## config.mk

```make
export PLATFORM = sky130hd
export DESIGN_NAME = mlpwm_top
export DESIGN_NICKNAME = d
export VERILOG_FILES = /design/src/rtl/mlpwm_pkg.sv /design/src/rtl/mlpwm_tri_counter.sv /design/src/rtl/mlpwm_ref_hold.sv /design/src/rtl/mlpwm_band_cmp.sv /design/src/rtl/mlpwm_top.sv
export SDC_FILE = /design/constraint.sdc
export NUM_CORES = 1
export LEC_CHECK = 0
export CAP_MARGIN = 40
export CORE_UTILIZATION = 52
export CTS_BUF_LIST = sky130_fd_sc_hd__clkbuf_8
export CTS_CLUSTER_DIAMETER = 50
export CTS_CLUSTER_SIZE = 40
export DETAILED_ROUTE_END_ITERATION = 16
export GPL_TIMING_DRIVEN = 1
export PLACE_DENSITY_LB_ADDON = 0.3
export SLEW_MARGIN = 30
export SYNTH_ARGS = -nofsm -noshare
export SYNTH_HDL_FRONTEND = slang
export SYNTH_HIERARCHICAL = 1
export SYNTH_SLANG_ARGS = --single-unit
```

## constraint.sdc

```tcl
create_clock -name clk -period 6.6 [get_ports clk]
set_clock_uncertainty 0.1 [all_clocks]
set_input_delay 0.99 -clock clk [delete_from_list [all_inputs] [get_ports clk]]
set_output_delay 0.99 -clock clk [all_outputs]
set_load 0.05 [all_outputs]
```

## src/rtl/mlpwm_pkg.sv

```systemverilog
package mlpwm_pkg;
  localparam int DEF_BANDS  = 10;
  localparam int DEF_BAND_H = 400;
  localparam int DEF_REF_W  = 12;

  function automatic int level_width(input int bands);
    return $clog2(bands + 1);
  endfunction
endpackage

```

## src/rtl/mlpwm_tri_counter.sv

```systemverilog
module mlpwm_tri_counter #(
  parameter int BAND_H = 400,
  localparam int CNT_W = (BAND_H > 2) ? $clog2(BAND_H) : 1
) (
  input  logic             clk,
  input  logic             rst,
  output logic [CNT_W-1:0] cnt_o,
  output logic             valley_o
);
  localparam logic [CNT_W-1:0] TOP = CNT_W'(BAND_H - 1);

  logic [CNT_W-1:0] cnt;
  logic             going_up;

  always_ff @(posedge clk) begin
    if (rst) begin
      cnt      <= '0;
      going_up <= 1'b1;
    end else if (going_up) begin
      if (cnt == TOP) begin
        cnt      <= cnt - CNT_W'(1);
        going_up <= 1'b0;
      end else begin
        cnt <= cnt + CNT_W'(1);
      end
    end else begin
      if (cnt == '0) begin
        cnt      <= CNT_W'(1);
        going_up <= 1'b1;
      end else begin
        cnt <= cnt - CNT_W'(1);
      end
    end
  end

  assign cnt_o    = cnt;
  assign valley_o = (cnt == '0);


  cnt_range_chk: assert property (@(posedge clk) disable iff (rst)
    int'(cnt) <= BAND_H - 1);


  unit_step_chk: assert property (@(posedge clk) disable iff (rst)
    1'b1 |=> (int'(cnt) == int'($past(cnt)) + 1) || (int'(cnt) == int'($past(cnt)) - 1));


  valley_turn_chk: assert property (@(posedge clk) disable iff (rst)
    (cnt == '0) |=> (int'(cnt) == 1));
endmodule

```

## src/rtl/mlpwm_ref_hold.sv

```systemverilog
module mlpwm_ref_hold #(
  parameter int REF_W = 12
) (
  input  logic             clk,
  input  logic             rst,
  input  logic             wr_i,
  input  logic [REF_W-1:0] data_i,
  input  logic             valley_i,
  output logic [REF_W-1:0] work_o
);
  logic [REF_W-1:0] held;
  logic [REF_W-1:0] work;

  always_ff @(posedge clk) begin
    if (rst) begin
      held <= '0;
      work <= '0;
    end else begin
      if (wr_i)     held <= data_i;
      if (valley_i) work <= held;
    end
  end

  assign work_o = work;


  work_hold_chk: assert property (@(posedge clk) disable iff (rst)
    !valley_i |=> $stable(work));


  held_capture_chk: assert property (@(posedge clk) disable iff (rst)
    wr_i |=> held == $past(data_i));
endmodule

```

## src/rtl/mlpwm_band_cmp.sv

```systemverilog
module mlpwm_band_cmp #(
  parameter int BANDS  = 10,
  parameter int BAND_H = 400,
  parameter int REF_W  = 12,
  parameter int CNT_W  = 9,
  parameter int LVL_W  = 4
) (
  input  logic             clk,
  input  logic             rst,
  input  logic [CNT_W-1:0] cnt_i,
  input  logic [REF_W-1:0] work_i,
  output logic [BANDS-1:0] gate_o,
  output logic [LVL_W-1:0] level_o
);
  localparam int FULL = BANDS * BAND_H;

  logic [BANDS-1:0] hit;
  logic [LVL_W-1:0] hit_count;

  for (genvar k = 0; k < BANDS; k++) begin : g_band
    logic [REF_W-1:0] carrier;
    assign carrier = REF_W'(k * BAND_H) + REF_W'(cnt_i);
    assign hit[k]  = work_i > carrier;
  end

  always_comb begin
    hit_count = '0;
    for (int k = 0; k < BANDS; k++) begin
      hit_count = hit_count + LVL_W'(hit[k]);
    end
  end

  always_ff @(posedge clk) begin
    if (rst) begin
      gate_o  <= '0;
      level_o <= '0;
    end else begin
      gate_o  <= hit;
      level_o <= hit_count;
    end
  end


  level_match_chk: assert property (@(posedge clk) disable iff (rst)
    1'b1 |=> int'(level_o) == $countones(gate_o));


  thermo_chk: assert property (@(posedge clk) disable iff (rst)
    1'b1 |=> $onehot0({1'b0, gate_o} + {{BANDS{1'b0}}, 1'b1}));


  full_scale_chk: assert property (@(posedge clk) disable iff (rst)
    (int'(work_i) >= FULL) |=> (&gate_o));


  floor_off_chk: assert property (@(posedge clk) disable iff (rst)
    (work_i == '0) |=> (gate_o == '0));
endmodule

```

## src/rtl/mlpwm_top.sv

```systemverilog
module mlpwm_top
  import mlpwm_pkg::*;
#(
  parameter int BANDS  = DEF_BANDS,
  parameter int BAND_H = DEF_BAND_H,
  parameter int REF_W  = DEF_REF_W,
  localparam int CNT_W = (BAND_H > 2) ? $clog2(BAND_H) : 1,
  localparam int LVL_W = level_width(BANDS)
) (
  input  logic             clk,
  input  logic             rst,
  input  logic             ref_wr,
  input  logic [REF_W-1:0] ref_data,
  output logic [BANDS-1:0] gate_o,
  output logic [LVL_W-1:0] level_o
);
  logic [CNT_W-1:0] cnt;
  logic             valley;
  logic [REF_W-1:0] work;

  mlpwm_tri_counter #(.BAND_H(BAND_H)) u_tri (
    .clk      (clk),
    .rst      (rst),
    .cnt_o    (cnt),
    .valley_o (valley)
  );

  mlpwm_ref_hold #(.REF_W(REF_W)) u_ref (
    .clk      (clk),
    .rst      (rst),
    .wr_i     (ref_wr),
    .data_i   (ref_data),
    .valley_i (valley),
    .work_o   (work)
  );

  mlpwm_band_cmp #(
    .BANDS  (BANDS),
    .BAND_H (BAND_H),
    .REF_W  (REF_W),
    .CNT_W  (CNT_W),
    .LVL_W  (LVL_W)
  ) u_cmp (
    .clk     (clk),
    .rst     (rst),
    .cnt_i   (cnt),
    .work_i  (work),
    .gate_o  (gate_o),
    .level_o (level_o)
  );


  reset_clear_chk: assert property (@(posedge clk)
    rst |=> (gate_o == '0) && (level_o == '0));
endmodule

```

======== Word-level counts from Yosys, hierarchy flattened ========
Index checks and enable logic that the tools add are counted.
storage, ports and cells
  memories kept ........................... 0
  memory bits (writable) .................. 0
  bits in latches ......................... 0
  register bits ........................... 48
  bits in read-only memories .............. 0
  output and inout bits ................... 14
cells by class
  reduce and logical (&&, ||, !) cells .... 1
  bitwise gates (word level) .............. 0
  equal/unequal tests ..................... 1
  shift operators ......................... 0
  magnitude comparators ................... 10
  divide/modulo/power cells ............... 0
  mux-type cells .......................... 6
  $mul .................................... 0
  $add $sub $neg .......................... 20
operators with widths
  kind                                              number
  > comparator 12 bit                               9
  adder 11 x 9 -> 12 bit, first input constant      3
  adder 4 x 1 -> 4 bit                              8
  two-way mux 9 bit                                 3
  adder 12 x 9 -> 12 bit, first input constant      2
  adder 11 x 10 -> 12 bit, first input constant     1
  > comparator 12 x 9 -> 1 bit                      1
  adder 10 x 10 -> 11 bit, first input constant     1
  adder 10 x 9 -> 11 bit, first input constant      1
  adder 9 x 9 -> 10 bit, first input constant       1
  adder 9 x 1 -> 9 bit, second input constant       1
  == test 9 bit, second input constant              1
  zero test 9 bit                                   1
  subtractor 9 x 1 -> 9 bit, second input constant  1
  two-way mux 1 bit                                 3
  adder 1 x 1 -> 2 bit                              1

======== Depth between registers and ports, before layout ========
  word-level depth ........................ 11
  mapped depth ............................ 22
  gate-level depth less buffers ........... 21

======== By module ========
The synthesis kept the hierarchy.
modules (own cells, without submodules)
  module             area an instance (um2)  cells an instance  seq. area each (um2)  times used
  mlpwm_band_cmp     2721.4                  321                280.3                 1
  mlpwm_ref_hold     843.3                   76                 480.5                 1
  mlpwm_tri_counter  649.4                   77                 200.2                 1

======== Least setup slack after synthesis ========
Ideal clock, no wire load.
  path kind ............................... register -> register
  start ................................... register u_tri.cnt[7] (netlist: u_tri/cnt_o[7])
  end ..................................... register u_cmp.level_o[2]
  data required time ...................... 6.372 ns
  cell stages (with the launch flop) ...... 21
  buffers on the path ..................... 1
  setup slack ............................. 1.547 ns
  data arrival time ....................... 4.825 ns
  cells stage by stage .................... dfxtp_1 > clkbuf_1 > inv_1 > ha_1 > a21oi_1 > xnor2_1 > ha_1 > a21oi_1 > o21ai_0 > a2111oi_2 > or3_1 > fa_1 > inv_1 > fa_1 > inv_1 > fa_1 > inv_1 > ha_1 > fa_1 > xnor2_1 > nor2_1
between the ends
  cells in the longest elaborated chain, start to end .. 11
  elaborated cells between the ends (all ways) .. 28
  classes of those cells .................. add/sub: 18; order compare: 10
ends and longest elaborated chain
  element                             line                     RTL
  from (decl)                         mlpwm_tri_counter.sv:12  logic [CNT_W-1:0] cnt;
  from (signal assigned)              mlpwm_tri_counter.sv:21  cnt <= cnt - CNT_W'(1);
  from (signal assigned)              mlpwm_tri_counter.sv:24  cnt <= cnt + CNT_W'(1);
  from (signal assigned)              mlpwm_tri_counter.sv:31  cnt <= cnt - CNT_W'(1);
  adder 9 x 9 -> 10 bit               mlpwm_band_cmp.sv:22     assign carrier = REF_W'(k * BAND_H) + REF_W'(cnt_i);
  > comparator 12 bit                 mlpwm_band_cmp.sv:23     assign hit[k] = work_i > carrier;
  adder 1 x 1 -> 2 bit                mlpwm_band_cmp.sv:29     hit_count = hit_count + LVL_W'(hit[k]);
  adder 4 x 1 -> 4 bit (7 in series)  mlpwm_band_cmp.sv:29
  adder 4 x 1 -> 4 bit (*)            mlpwm_band_cmp.sv:29
  to (signal assigned)                mlpwm_band_cmp.sv:39     level_o <= hit_count;
  to (decl)                           mlpwm_band_cmp.sv:13     output logic [LVL_W-1:0] level_o
Every way passes the cells marked *; elsewhere a longest branch is shown, timed or not.
A chain may end at the register's enable or synchronous reset.

======== Worst setup path after layout ========
Ends and elaborated chain as after synthesis.

==> results.txt <==
----------------------------------------------------
[Status]
  Outcome ... complete, no violations

[Drt]
  Total via count in the routed design ... approximately 3400
  Number of vias per cell after detailed routing ... 5.713
  Routed length per instance ... ~16 um
  Total length of routed wires ... between 9000 and 10000 um
  Detailed-route DRC error count ... 0
  Number of design-rule violations left by the first detailed-router iteration ... 203
  Detailed-router iteration count before antenna repair ... 5
  Antenna Violating Nets Remaining ... 0

[Pwr]
  Combinational share of power ... 0.264
  Switching power of the nets ... approximately 0.00023 W
  Static leakage ... around 2.3 nW
  Worst IR drop on VDD ... approximately 0.14 mV
  Part of the power in the clock network ... 0.274
  Internal power of the cells ... around 0.00047 W
  Final total power ... approximately 0.00070 W
  Power density of the placed cells ... 149.2 nW/um2
  Reg power frac ... 0.462
  Net switching fraction of the power ... 0.3264

[Yosys]
  Portion of the post-synthesis area used by sequential elements ... 0.2280
  Flip-flop and latch count after synthesis ... 48
  Cell variety after synth ... between 60 and 70
  Most instantiated flip-flop cell in the synthesis netlist ... dfxtp_1
  Instance count of the mapped netlist ... around 470
  Netlist area before placement ... 4214 um2
  Yosys warning count ... 6
  Mean post-synth cell area ... 8.890 um2
  Post-Syn Nets ... 576
  Share of flip-flops with an asynchronous set or reset ... 0
  Number of synthesized flops with an enable pin ... 0

[Clock tree]
  Clock sink count ... 48
  Clk root buf ... clkbuf_8
  Clk pin slew, worst setup/hold paths ... around 90 ps
  CTS hold repair buffers ... 0
  TritonCTS clock tree ... done
  Post-CTS sizing ... 0
  Count of buffers added by post-CTS timing repair for setup ... 0
  Number of CTS-inserted buffers ... 5
  Clock latency on the worst-skew pair ... between 300 and 400 ps
  CTS H-tree lvls ... 2
  Bufs on Longest Clock Path ... 2

[Finish]
  Number of nets in the finished design ... about 600
  Fillcell total ... approximately 660
  Share of cells above drive strength 1 ... 0.05389
  ANT cells ... 0
  Combined area of the multi-input logic cells ... between 3000 and 4000 um2
  Synth-to-Final Area Change ... 10.60%
  Storage cell area ... 960.9 um2

[Setup path]
  Category of the worst setup path capture point ... flip-flop
  Beginning of the critical path ... u_tri/cnt_o[7]
  Largest driver fanout on the critical path ... 18
  Reg-to-Reg Start ... u_tri/cnt_o[7]
  Category of the most critical setup path ... reg2reg
  Arr. time, crit path ... 5620 ps
  Required time at the worst-slack endpoint ... roughly 6700 ps
  Setup crit start kind ... flip-flop

[Timing]
  Max Clk Rate ... 0.1805 GHz
  Time the worst path needs with I/O delays and setup ... roughly 5500 ps
  RSZ-0062 raised after global routing ... no
  Tcrit/Tclk final ... 0.8392
  Pins Over Slew Limit ... 0
  Slew margin rel. ... 0.4905
  Hold Fails Final Rpt ... 0
  Final total negative setup slack ... 0 ps
  Finish-stage setup viols ... 0
  Tightest Pin Transition ... 763.2 ps

[Flow run]
  Maximum Capacitance Violations ... 0

[Global route]
  Maximum number of pins on one net before global-route repair ... 44
  Combined global-route utilization of all metal layers ... 0.2351
  Number of global-route vias before repair ... 3342
  GRT Residual Overflow ... 0
  Antenna violations before repair ... 0
  Global-route wire length before repair ... between 15000 and 20000 um

[Floorplanning]
  Number of placed I/O pins ... 29
  Effective utilization at floorplan ... 0.5425
  Floorplan die height ... around 92 um
  Num rows ... 32
  Die ar. ... between 8000 and 9000 um2
  Width of the die ... 92.02 um
  Core area ... just under 8000 um2

[Placement]
  Hpwl dp ... 7386 um
  Number of buffers inserted by port buffering ... 28
  Routability cong. ... 0.8750

[Min path]
  Worst hold start ... u_ref/held[0]
  Worst min-delay path class ... reg2reg

----------------------------------------------------
power by group through the flow:
stage,Sequential [W],Combinational [W],Clock [W]
2_1_floorplan,0.000342,0.000117,0
3_3_place_gp,0.000327,0.000176,0
3_5_place_dp,0.000328,0.000182,0
4_1_cts,0.000321,0.000183,0.000195
5_1_grt,0.000324,0.000201,0.000207
6_report,0.000321,0.000183,0.000190
registers in the layout (all words and copies together) (netlist names):
name	count
u_tri/cnt_o	9
u_ref/held	12
u_ref/work_o	12
u_cmp/gate_o	10
u_cmp/level_o	4
u_tri/going_up	1
layout make-up:
| cell class | count | area share |
|---|---|---|
| multi-input combinational | 373 | 0.6478 |
| sequential | 48 | 0.2062 |
| tap | 102 | 0.02738 |
| inverter | 41 | 0.03302 |
| timing repair buffer | 31 | 0.06497 |
| clock buffer | 6 | 0.01772 |
| clock inverter | 2 | 0.002953 |
metrics by stage:
| stage | cell area [um2] | cells | utilization | hold WS [ps] | setup WS, ps |
|---|---|---|---|---|---|
| 2_1_floorplan | 4214 | 474 | - | 360.1 | 1547 |
| 3_3_place_gp | 4557 | 594 | 0.5867 | 376.4 | 1290 |
| 3_5_place_dp | 4564 | 595 | 0.5876 | 387.4 | 1126 |
| 4_1_cts | 4661 | 603 | 0.6000 | 409.5 | 1112 |
| 5_1_grt | 4661 | 603 | 0.6000 | 436.8 | 679.1 |
| 6_report | 4661 | 603 | 0.6000 | 405.7 | 1061 |
logic make-up (layout without fill, tap and decap cells):
kind of cell,Yosys count,count (layout),share of synthesized area
fa+ha+maj,87,87,0.2690
xor+xnor,17,17,0.03533
simple gates,144,144,0.1796
flops,48,48,0.2280
buf+inv,53,80,0.05552
mux,33,33,0.07839
compound gates,92,92,0.1541
path summary, 6_finish.rpt:
path | to | slack, ps | cells past startpoint
setup reg to reg | u_cmp/level_o[2] | 1060 | 19
hold reg to reg | u_ref/held[0] | 410 | 2
setup / recovery | u_cmp/level_o[2] | 1060 | 19
hold / removal | u_ref/held[0] | 410 | 2
cell usage in the layout, fill, tap and decap left out, types with 2 or more instances in the layout:
master,n
nand3_1,6
fa_1,6
a211oi_1,2
a21o_1,13
ha_1,81
nor3_1,7
nor4_1,4
nand4_1,7
nand2_1,31
o21ai_0,11
nand2b_1,6
o32ai_1,2
nand3b_1,2
nor2_1,47
xnor2_1,15
and3_1,2
a31oi_1,4
dfxtp_1,48
mux2i_1,33
and2_1,4
and4_1,4
xor2_1,2
a21oi_1,36
buf_4,3
clkbuf_8,6
clkdlybuf4s50_1,28
inv_1,40
nor2b_1,9
or3_1,4
cells in the mapped netlist, types with 2 or more instances:
cell / n / share of area
a31oi_1: 4 / 0.0059
ha_1: 81 / 0.24
nand2_1: 31 / 0.028
nor2_1: 47 / 0.042
nand4_1: 7 / 0.010
mux2i_1: 33 / 0.078
buf_4: 2 / 0.0036
and4_1: 4 / 0.0083
inv_1: 40 / 0.036
nand3_1: 6 / 0.0071
nor3_1: 7 / 0.0083
xor2_1: 2 / 0.0042
nor2b_1: 9 / 0.013
nand3b_1: 2 / 0.0036
a21o_1: 13 / 0.023
and2_1: 4 / 0.0059
nand2b_1: 6 / 0.0089
a21oi_1: 36 / 0.043
nor4_1: 4 / 0.0059
clkbuf_1: 3 / 0.0027
xnor2_1: 15 / 0.031
fa_1: 6 / 0.029
o32ai_1: 2 / 0.0042
buf_2: 4 / 0.0048
o21ai_0: 11 / 0.013
dfxtp_1: 48 / 0.23
buf_6: 3 / 0.0080
or3_1: 4 / 0.0059
a211oi_1: 2 / 0.0036
and3_1: 2 / 0.0030
metal layers:
layer / GRT usage / wire length (um) / vias to the layer above / part of all wire
met4: 0.1042 / 319 / 0 / 0.034
met1: 0.2961 / 4227 / 1593 / 0.45
li1: - / - / 1726 / -
met5: 0 / 0 / - / 0
met2: 0.3968 / 4524 / 96 / 0.48
met3: 0.03400 / 419 / 30 / 0.044
worst max-delay path: stages, from the launching register on:
cell and delay [ps]:
dfxtp_1 790, inv_1 370, ha_1 310, a21oi_1 180, xnor2_1 90, ha_1 300
a21oi_1 60, o21ai_0 280, a2111oi_2 100, or3_1 380, fa_1 490, inv_1 50
fa_1 490, inv_1 60, fa_1 490, inv_1 50, ha_1 210, fa_1 380
xnor2_1 160, nor2_1 60
No activity file was read; power rests on OpenSTA's default activity.
